==> src/rtl/mpr_read_pkg.sv <==
package mpr_read_pkg;

  localparam int BEATS_FULL = 8;
  localparam int BEATS_CHOP = 4;
  localparam int ORDER_W    = $clog2(BEATS_FULL);

  typedef enum logic [1:0] {
    BM_FIXED8 = 2'b00,
    BM_ON_FLY = 2'b01,
    BM_FIXED4 = 2'b10,
    BM_RSVD   = 2'b11
  } burstMode_e;

  typedef enum logic [1:0] {
    ST_IDLE  = 2'b00,
    ST_WAIT  = 2'b01,
    ST_BURST = 2'b10
  } rdState_e;

  // strobes from control to datapath, one set per cycle
  typedef struct packed {
    logic               beatOn;
    logic               calMode;
    logic               errFlag;
    logic               laneAll;
    logic [ORDER_W-1:0] orderIdx;
  } beatStrobe_t;

  // burst chop decision; a12 only matters in on-the-fly mode
  function automatic logic isChopped(input logic [1:0] mode, input logic a12);
    case (burstMode_e'(mode))
      BM_FIXED4: isChopped = 1'b1;
      BM_ON_FLY: isChopped = ~a12;
      default:   isChopped = 1'b0;
    endcase
  endfunction

endpackage

==> src/rtl/mpr_read_ctrl.sv <==
module mpr_read_ctrl
  import mpr_read_pkg::*;
#(
  parameter int ADDR_W = 14,
  parameter int BANK_W = 3,
  parameter int LAT_W  = 4
) (
  input  logic              clk,
  input  logic              rstN,
  input  logic [2:0]        mr3Cfg,
  input  logic [1:0]        burstMode,
  input  logic              allLanes,
  input  logic [LAT_W-1:0]  casLat,
  input  logic              rdCmd,
  input  logic [ADDR_W-1:0] rdAddr,
  input  logic [BANK_W-1:0] rdBank,
  output beatStrobe_t       strobe
);

  localparam int CNT_W = LAT_W + 1;
  localparam logic [ORDER_W-1:0] LAST_FULL = ORDER_W'(BEATS_FULL - 1);
  localparam logic [ORDER_W-1:0] LAST_CHOP = ORDER_W'(BEATS_CHOP - 1);

  rdState_e           state;
  logic [LAT_W-1:0]   latCnt;
  logic [ORDER_W-1:0] beat;
  logic               chopQ;
  logic               hiNibQ;
  logic               calQ;
  logic               errQ;
  logic               lanesQ;
  logic [LAT_W-1:0]   latClQ;

  logic               accept;
  logic               chopNow;
  logic               errNow;
  logic [LAT_W-1:0]   effCl;
  logic [ORDER_W-1:0] lastBeat;

  // bits the calibration read never looks at
  logic unusedAddrBits;
  assign unusedAddrBits = ^{rdAddr[ADDR_W-1:13], rdAddr[11:3], rdBank};

  assign accept   = rdCmd && (state == ST_IDLE);
  assign chopNow  = isChopped(burstMode, rdAddr[12]);
  assign errNow   = mr3Cfg[2] && ((mr3Cfg[1:0] != 2'b00) || (rdAddr[1:0] != 2'b00));
  assign effCl    = (casLat == '0) ? LAT_W'(1) : casLat;
  assign lastBeat = chopQ ? LAST_CHOP : LAST_FULL;

  always_ff @(posedge clk or negedge rstN) begin
    if (!rstN) begin
      state  <= ST_IDLE;
      latCnt <= '0;
      beat   <= '0;
      chopQ  <= 1'b0;
      hiNibQ <= 1'b0;
      calQ   <= 1'b0;
      errQ   <= 1'b0;
      lanesQ <= 1'b0;
      latClQ <= '0;
    end else begin
      case (state)
        ST_IDLE: begin
          if (accept) begin
            state  <= ST_WAIT;
            latCnt <= effCl;
            chopQ  <= chopNow;
            hiNibQ <= rdAddr[2];
            calQ   <= mr3Cfg[2];
            errQ   <= errNow;
            lanesQ <= allLanes;
            latClQ <= effCl;
          end
        end
        ST_WAIT: begin
          if (latCnt == LAT_W'(1)) begin
            state <= ST_BURST;
            beat  <= '0;
          end else begin
            latCnt <= latCnt - LAT_W'(1);
          end
        end
        ST_BURST: begin
          if (beat == lastBeat) begin
            state <= ST_IDLE;
          end else begin
            beat <= beat + ORDER_W'(1);
          end
        end
        default: state <= ST_IDLE;
      endcase
    end
  end

  // a full burst always starts at position 0; a chop picks its nibble by A2
  always_comb begin
    strobe.beatOn   = (state == ST_BURST);
    strobe.calMode  = calQ;
    strobe.errFlag  = errQ;
    strobe.laneAll  = lanesQ;
    strobe.orderIdx = chopQ ? {hiNibQ, beat[ORDER_W-2:0]} : beat;
  end

  // ---------------- checking counters ----------------
  logic [CNT_W-1:0] sinceCap;
  logic [3:0]       runLen;

  always_ff @(posedge clk or negedge rstN) begin
    if (!rstN) begin
      sinceCap <= '0;
      runLen   <= '0;
    end else begin
      if (accept)
        sinceCap <= '0;
      else if (state != ST_IDLE && sinceCap != '1)
        sinceCap <= sinceCap + CNT_W'(1);
      runLen <= strobe.beatOn ? runLen + 4'd1 : 4'd0;
    end
  end

  // first beat arrives exactly the latched latency after acceptance
  assert_first_beat_latency_R2: assert property (@(posedge clk) disable iff (!rstN)
    $rose(strobe.beatOn) |-> (sinceCap == CNT_W'(latClQ)));

  // each burst runs for 4 or 8 beats according to its chop decision
  assert_burst_length_R3: assert property (@(posedge clk) disable iff (!rstN)
    $fell(strobe.beatOn) |-> (runLen == (chopQ ? 4'(BEATS_CHOP) : 4'(BEATS_FULL))));

endmodule

==> src/rtl/mpr_read_dpath.sv <==
module mpr_read_dpath
  import mpr_read_pkg::*;
#(
  parameter int DQ_W = 4
) (
  input  logic            clk,
  input  logic            rstN,
  input  beatStrobe_t     strobe,
  input  logic [DQ_W-1:0] arrayData,
  output logic [DQ_W-1:0] dqOut,
  output logic            dqValid,
  output logic            rdErr
);

  // pattern bit depends only on the parity of the burst-order position
  logic patBit;
  logic unusedOrder;
  assign patBit      = strobe.orderIdx[0];
  assign unusedOrder = ^strobe.orderIdx[ORDER_W-1:1];

  for (genvar lane = 0; lane < DQ_W; lane++) begin : g_lane
    logic laneCarries;
    if (lane == 0) begin : g_primary
      assign laneCarries = 1'b1;
    end else begin : g_secondary
      assign laneCarries = strobe.laneAll;
    end

    always_comb begin
      if (!strobe.beatOn)
        dqOut[lane] = 1'b0;
      else if (!strobe.calMode)
        dqOut[lane] = arrayData[lane];
      else if (strobe.errFlag)
        dqOut[lane] = 1'b0;
      else
        dqOut[lane] = laneCarries & patBit;
    end
  end

  assign dqValid = strobe.beatOn;
  assign rdErr   = strobe.beatOn & strobe.calMode & strobe.errFlag;

  // an erroneous calibration beat drives nothing
  assert_err_lanes_low_R8: assert property (@(posedge clk) disable iff (!rstN)
    rdErr |-> (dqOut == '0));

  // quiet outside beats
  assert_idle_quiet_R12: assert property (@(posedge clk) disable iff (!rstN)
    !dqValid |-> ((dqOut == '0) && !rdErr));

  // all lanes agree when the pattern is broadcast
  assert_lanes_uniform_R7: assert property (@(posedge clk) disable iff (!rstN)
    (dqValid && strobe.calMode && !strobe.errFlag && strobe.laneAll) |->
      ((dqOut == '0) || (dqOut == '1)));

endmodule

==> src/rtl/mpr_calib_readout.sv <==
module mpr_calib_readout
  import mpr_read_pkg::*;
#(
  parameter int DQ_W   = 4,
  parameter int ADDR_W = 14,
  parameter int BANK_W = 3,
  parameter int LAT_W  = 4
) (
  input  logic              clk,
  input  logic              rstN,
  input  logic [2:0]        mr3Cfg,
  input  logic [1:0]        burstMode,
  input  logic              allLanes,
  input  logic [LAT_W-1:0]  casLat,
  input  logic              rdCmd,
  input  logic [ADDR_W-1:0] rdAddr,
  input  logic [BANK_W-1:0] rdBank,
  input  logic [DQ_W-1:0]   arrayData,
  output logic [DQ_W-1:0]   dqOut,
  output logic              dqValid,
  output logic              rdErr
);

  beatStrobe_t strobe;

  mpr_read_ctrl #(
    .ADDR_W(ADDR_W),
    .BANK_W(BANK_W),
    .LAT_W (LAT_W)
  ) ctrl_i (
    .clk      (clk),
    .rstN     (rstN),
    .mr3Cfg   (mr3Cfg),
    .burstMode(burstMode),
    .allLanes (allLanes),
    .casLat   (casLat),
    .rdCmd    (rdCmd),
    .rdAddr   (rdAddr),
    .rdBank   (rdBank),
    .strobe   (strobe)
  );

  mpr_read_dpath #(
    .DQ_W(DQ_W)
  ) dpath_i (
    .clk      (clk),
    .rstN     (rstN),
    .strobe   (strobe),
    .arrayData(arrayData),
    .dqOut    (dqOut),
    .dqValid  (dqValid),
    .rdErr    (rdErr)
  );

endmodule

==> config.mk <==
export PLATFORM = sky130hd
export DESIGN_NAME = mpr_calib_readout
export DESIGN_NICKNAME = d
export VERILOG_FILES = /design/src/rtl/mpr_read_pkg.sv /design/src/rtl/mpr_read_ctrl.sv /design/src/rtl/mpr_read_dpath.sv /design/src/rtl/mpr_calib_readout.sv
export SDC_FILE = /design/constraint.sdc
export NUM_CORES = 1
export LEC_CHECK = 0
export CAP_MARGIN = 20
export CORE_MARGIN = 1
export CORE_UTILIZATION = 45
export CTS_BUF_LIST = sky130_fd_sc_hd__clkbuf_2 sky130_fd_sc_hd__clkbuf_4 sky130_fd_sc_hd__clkbuf_8
export DETAILED_ROUTE_END_ITERATION = 7
export GPL_TIMING_DRIVEN = 0
export PLACE_DENSITY = 0.81
export SLEW_MARGIN = 25
export SYNTH_ARGS = -nofsm -noshare
export SYNTH_HDL_FRONTEND = slang
export SYNTH_SLANG_ARGS = --single-unit
==> constraint.sdc <==
create_clock -name clk -period 1.75 [get_ports clk]
set_input_delay 0.4375 -clock clk [delete_from_list [all_inputs] [get_ports clk]]
set_output_delay 0.4375 -clock clk [all_outputs]
set_load 0.05 [all_outputs]
==> impl_metrics.yaml, run 1 <==
timing:
  min_period_over_period_pct: 108
  finalHoldViolCount: 0
  fin_crit_ns: 1.90
  rsz0062_at_grt: "yes"
  holdWs_ns: 0.531
  setup_viol: 6
  finalWorstSetupSlack_ns: -0.145
  fin_skew_ns: 0.0114
  max_slew_margin_pct: 58.0
  fmax_ghz: 0.528
  finalMaxSlewViolations: 0
  setup_tns_ns: -0.556
  worst_pin_slew_ns: 0.629
power_and_ir_drop:
  power_density_nw_per_um2: 1480
  p_leak_uw: 0.000661
  vdd_drop_max_mv: 1.21
  total_power_uw: 2430
clock_network:
  cts_inserted_buffers: 3
  cts_sinks: 13
  ctsHoldBuffers: 0
  htreeDepth: 1
  clock-root-buffer: "clkbuf_4"
  cts_tree: "done"
  path_clk_slew_ns: 0.10
  clkLatencyLatePin_ns: 0.29
  clockBufferDepth: 2
detailed_routing:
  drtAntennaViolNets: 0
  routed_wl_mm: 3.08
  drtIter0Drc: 25
  avgRoutedWirePerCell_microns: 16.6
  vias: 1096
  drcViolationCount: 0
  dr.pass1.iters: 6
  vias_per_cell: 5.92
synthesis:
  yosysWarningCount: 0
  synthFlopType: "dfrtp_1"
  postSynthAreaPerCell_sq_um: 9.27
  syn_nets: 158
  synth_area_sq_um: 1070
  synthArstFlopShare_pct: 100
  ys_seq_area_share_pct: 30.5
  synth-seq-cells: 13
  synth_edf_count: 0
  yosys.cell_types.count: 41
  netlist_instances: 115
cells_and_area:
  fillerInstances: 152
  drive_gt1_share_pct: 34.4
  final_cells: 185
  nNetsFinal: 201
  antenna_cells: 0
  stdcell_area_sq_um: 1650
  area.growth.synth_to_final_pct: 54.3
floorplanning:
  rows: 17
  initial_core_util_pct: 48.2
  fp.dieH_microns: 50.7
  dieArea_sq_um: 2570
  pin_count: 40
  dieWidth_microns: 50.7
  design.core.area_sq_um: 2210
worst_setup_path:
  worstSetupPathType: "flop to output port"
  worst-endpoint-required_ns: 1.31
  start_kind: "flop"
  crit_path_max_fanout: 4
  cp.arrival_ns: 1.46
  cp-end-kind: "output port"
  r2r_setup_slack_ns: -0.03
global_route:
  grt_pass1_wl_mm: 4.65
  grt_overflow: 0
  grt_start_max_net_pins: 14
  grt_pass1_vias: 1033
  antenna_found_initial: 0
  track_usage_pct: 24.6
place:
  globalplace.congestion: 0.866
  placed_cell_area_sq_um: 1400
  portBuffers: 25
  dp_hpwl_mm: 2.01
  dpl.cell_count: 168
run_status:
  outcome: "finished, violations left"
  violations: "negative setup slack"
run:
  cap_viol_max_count: 0
hold_path:
  min_path_type: "input port to asynchronous set/reset pin"
## registers in the layout, indices dropped and copies added, names as in the netlist
signal	count
ctrl_i.beat	3
ctrl_i.latCnt	4
ctrl_i.state	2
ctrl_i.lanesQ	1
ctrl_i.calQ	1
ctrl_i.chopQ	1
ctrl_i.errQ	1
## power by group
part	switching [uW]	internal, uW	total [uW]
clock	113	84.8	198
combinational	834	804	1640
sequential	165	430	594
## synth_stat cells (2+ instances only)
master | instances | area (sq um)
a21oi_1 | 7 | 35.0
a31oi_1 | 4 | 25.0
dfrtp_1 | 13 | 325
ha_1 | 9 | 113
inv_1 | 10 | 37.5
mux2_2 | 4 | 45.0
mux2i_1 | 2 | 20.0
nand2_1 | 9 | 33.8
nand2b_1 | 5 | 31.3
nand3_1 | 5 | 25.0
nand4_1 | 3 | 18.8
nand4b_1 | 3 | 26.3
nor2_1 | 2 | 7.51
nor2b_1 | 4 | 25.0
nor3_1 | 3 | 15.0
nor4bb_1 | 2 | 20.0
o211ai_1 | 2 | 15.0
o21ai_0 | 5 | 25.0
## path summary, 6_finish.rpt
path	from	end	depth (start not counted)
min in group clk	ctrl_i.beat[1]	ctrl_i.beat[1]	1
min reg2reg	ctrl_i.beat[1]	ctrl_i.beat[1]	1
max reg2reg	ctrl_i.state[0]	ctrl_i.beat[0]	7
max in group asynchronous	rstN	ctrl_i.state[1]	1
max	ctrl_i.state[0]	dqOut[2]	5
min	rstN	ctrl_i.beat[2]	1
## layer usage
| layer | vias to the layer above | wire length [microns] | GRT usage [%] |
|---|---|---|---|
| li1 | 514 | - | - |
| met1 | 540 | 1310 | 28.7 |
| met2 | 34 | 1620 | 41.1 |
| met3 | 8 | 78 | 6.36 |
| met4 | 0 | 72 | 12.5 |
| met5 | - | 0 | 0 |
## layout by cell type, fill, tap and decap left out, types with 2 or more instances in the layout
master	n
nand3_1	4
buf_6	5
clkbuf_4	4
mux2_2	3
nand2_1	9
nor3_1	3
ha_1	5
o211ai_1	2
nand2b_1	4
buf_4	15
nand4_1	3
nand4b_1	3
nor2b_1	2
clkinvlp_4	2
a21oi_1	4
nor4bb_1	2
inv_1	7
clkdlybuf4s50_1	19
ha_4	4
o21ai_0	5
a21oi_4	3
a31oi_1	3
dfrtp_1	12
nor2_1	2
## logic make-up (layout without fill, tap and decap cells)
group / after synthesis / count (layout) / share of synthesized area [%]
and+or+nand+nor: 43 / 43 / 26.4
AOI/OAI and AO/OA: 29 / 29 / 18.8
DFF: 13 / 13 / 30.5
buffers and inverters: 13 / 55 / 5.99
adders and majority gates: 9 / 9 / 10.6
muxes: 6 / 6 / 6.10
xor gates and xnor gates: 2 / 2 / 1.64
## what timing repair did
item                                   CTS  global route
setup endpoints to repair                7            11
setup buffers                            7             6
endpoints found under the hold margin    0             0
gates resized for setup                 52            13
pin swaps                                0             5
## worst max-delay path, stage by stage, from the launching register on
cell and delay, ns:
dfrtp_1 0.40, inv_2 0.10, ha_4 0.16, clkinvlp_4 0.16, a21oi_4 0.16, buf_6 0.18
## metrics by stage
stage,util (%),setup WS [ns]
after detailed placement,63.3,-0.661
after global placement,63.3,-0.624
after global routing,74.4,-0.179
after floorplan,-,-0.00747
after CTS,69.2,-0.140
final,74.4,-0.145
## area by class of cell
cell class | instances | area, sq um | share of cell area, %
Sequential cell | 13 | 327 | 19.8
Clock buffer | 3 | 22.5 | 1.37
Inverter | 10 | 45.0 | 2.74
Tap cell | 28 | 35.0 | 2.13
Buffer | 3 | 26.3 | 1.60
Timing Repair Buffer | 38 | 355 | 21.6
Clock inverter | 1 | 5.00 | 0.304
Multi-Input combinational cell | 89 | 830 | 50.4
Note: power is estimated with default switching activity, not from simulation.
==> run 2, diff against run 1 <==
--- a/config.mk
+++ b/config.mk
@@ -6,7 +6,6 @@
 export NUM_CORES = 1
 export LEC_CHECK = 0
 export CAP_MARGIN = 20
-export CORE_MARGIN = 1
 export CORE_UTILIZATION = 45
 export CTS_BUF_LIST = sky130_fd_sc_hd__clkbuf_2 sky130_fd_sc_hd__clkbuf_4 sky130_fd_sc_hd__clkbuf_8
 export DETAILED_ROUTE_END_ITERATION = 7
==> results of run 2 <==
The final DEF is identical to that of run 1; final timing and power are the same.
==> run 3, diff against run 2 <==
--- a/config.mk
+++ b/config.mk
@@ -11,7 +11,7 @@
 export DETAILED_ROUTE_END_ITERATION = 7
 export GPL_TIMING_DRIVEN = 0
 export PLACE_DENSITY = 0.81
-export SLEW_MARGIN = 25
+export SKIP_CTS_REPAIR_TIMING = 1
 export SYNTH_ARGS = -nofsm -noshare
 export SYNTH_HDL_FRONTEND = slang
 export SYNTH_SLANG_ARGS = --single-unit
==> impl_metrics.yaml, run 3 (synthesis gave the netlist of run 1 again) <==
run_status:
  outcome: "finished, violations left"
  violations: "negative setup slack"
cells_and_area:
  drive_gt1_share_pct: 30.1
  stdcell_area_sq_um: 1580
  final_common_cell: "clkdlybuf4s50_1"
  final_cells: 181
  top_regs: "ctrl_i.latCnt: 4 flops, ctrl_i.beat: 3 flops, ctrl_i.state: 2 flops"
  multi_input_area_sq_um: 791
  nNetsFinal: 197
  layout_common_cells: "clkdlybuf4s50_1 (19), dfrtp_1 (12), buf_4 (10), nand2_1 (9), inv_1 (7)"
  utilization_pct: 71.5
  seq_area_sq_um: 327
  fillerInstances: 168
  largest_register_ffs: 4
  area.growth.synth_to_final_pct: 48.4
  top_register: "ctrl_i.latCnt"
  antenna_cells: 0
detailed_routing:
  drtIter0Drc: 30
  vias_per_cell: 5.88
  routed_wl_mm: 2.98
  drtAntennaViolNets: 0
  drcViolationCount: 0
  dr.pass1.iters: 4
  vias: 1064
  avgRoutedWirePerCell_microns: 16.5
clock_network:
  cts_tree: "done"
  clkLatencyLatePin_ns: 0.29
  path_clk_slew_ns: 0.10
  clockBufferDepth: 2
  clock-root-buffer: "clkbuf_4"
  cts_sinks: 13
  cts_inserted_buffers: 3
  htreeDepth: 1
worst_setup_path:
  cp-end-kind: "output port"
  worst-endpoint-required_ns: 1.31
  cp.arrival_ns: 1.56
  crit_path_max_fanout: 6
  start_kind: "flop"
  worstSetupPathType: "flop to output port"
floorplanning:
  rows: 17
  initial_core_util_pct: 48.2
  dieWidth_microns: 50.7
  dieArea_sq_um: 2570
  pin_count: 40
  fp.dieH_microns: 50.7
  design.core.area_sq_um: 2210
run:
  cap_viol_max_count: 0
global_route:
  track_usage_pct: 22.9
  grt_overflow: 0
  antenna_found_initial: 0
  grt_start_max_net_pins: 14
  grt_pass1_vias: 961
  grt_pass1_wl_mm: 4.33
place:
  globalplace.congestion: 0.866
  placed_cell_area_sq_um: 1400
  dp_hpwl_mm: 2.01
  portBuffers: 25
  dpl.cell_count: 168
timing:
  worst_pin_slew_ns: 0.618
  finalMaxSlewViolations: 0
  fin_crit_ns: 2.00
  max_slew_margin_pct: 58.7
  fmax_ghz: 0.501
  fin_skew_ns: 0.0167
  finalWorstSetupSlack_ns: -0.246
  min_period_over_period_pct: 114
  setup_viol: 9
  rsz0062_at_grt: "yes"
  finalHoldViolCount: 0
power_and_ir_drop:
  vdd_drop_max_mv: 1.43
  power_density_nw_per_um2: 1440
  p_leak_uw: 0.000650
hold_path:
  min_path_type: "input port to asynchronous set/reset pin"
## run 3: cell types whose count changed in the layout (fill, tap and decap cells not counted), sizes merged
cell          before  now
dlymetal6s2s       0    1
buf               21   16
## run 3: layout make-up
cell class / count / area share (%)
Clock inverter: 1 / 0.316
Multi-Input combinational cell: 89 / 50.0
Inverter: 10 / 2.85
Sequential cell: 13 / 20.6
Timing Repair Buffer: 34 / 20.9
Tap cell: 28 / 2.22
Buffer: 3 / 1.66
Clock buffer: 3 / 1.42
## run 3: path summary, 6_finish.rpt
kind | end | cells after the start | slack, ns | from
worst min-delay path | ctrl_i.beat[2] | 1 | 0.52 | rstN
worst max register to register | ctrl_i.beat[0] | 7 | -0.08 | ctrl_i.state[0]
worst max-delay path | dqOut[2] | 5 | -0.25 | ctrl_i.state[0]
min in group clk | ctrl_i.errQ | 2 | 0.53 | ctrl_i.errQ
worst min register to register | ctrl_i.errQ | 2 | 0.53 | ctrl_i.errQ
max in group asynchronous | ctrl_i.state[1] | 1 | 0.80 | rstN
## run 3: report_power, final
part | total (uW) | leakage (uW) | internal [uW] | switching, uW
Sequential | 591 | 0.000162 | 430 | 161
Combinational | 1490 | 0.000470 | 718 | 772
Clock | 202 | 0.0000177 | 84.9 | 117
## run 3: worst max-delay path: stages, from the launching register on
cell and delay (ns):
dfrtp_1 0.44, inv_2 0.11, ha_4 0.17, clkinvlp_4 0.19
a21oi_4 0.17, buf_6 0.18
## run 3: metal layers
metal	share of wire, %	track usage, %	routed length, microns	up-vias
met3	4.0	5.45	120	4
met2	52	40.0	1560	27
li1	-	-	-	510
met1	42	27.6	1260	523
met5	0	0	0	-
met4	1.0	6.94	31	0
## run 3: through the flow
stage          TNS, ns  hold slack (ns)  total power [uW]  worst slack, ns
3_5_place_dp     -3.36            0.507              1770           -0.661
3_3_place_gp     -3.22            0.489              1710           -0.624
6_report         -1.23            0.520              2280           -0.246
2_1_floorplan  -0.0224            0.142              1470         -0.00747
4_1_cts          -5.16            0.527              1970           -0.932
5_1_grt          -1.78            0.560              2430           -0.276
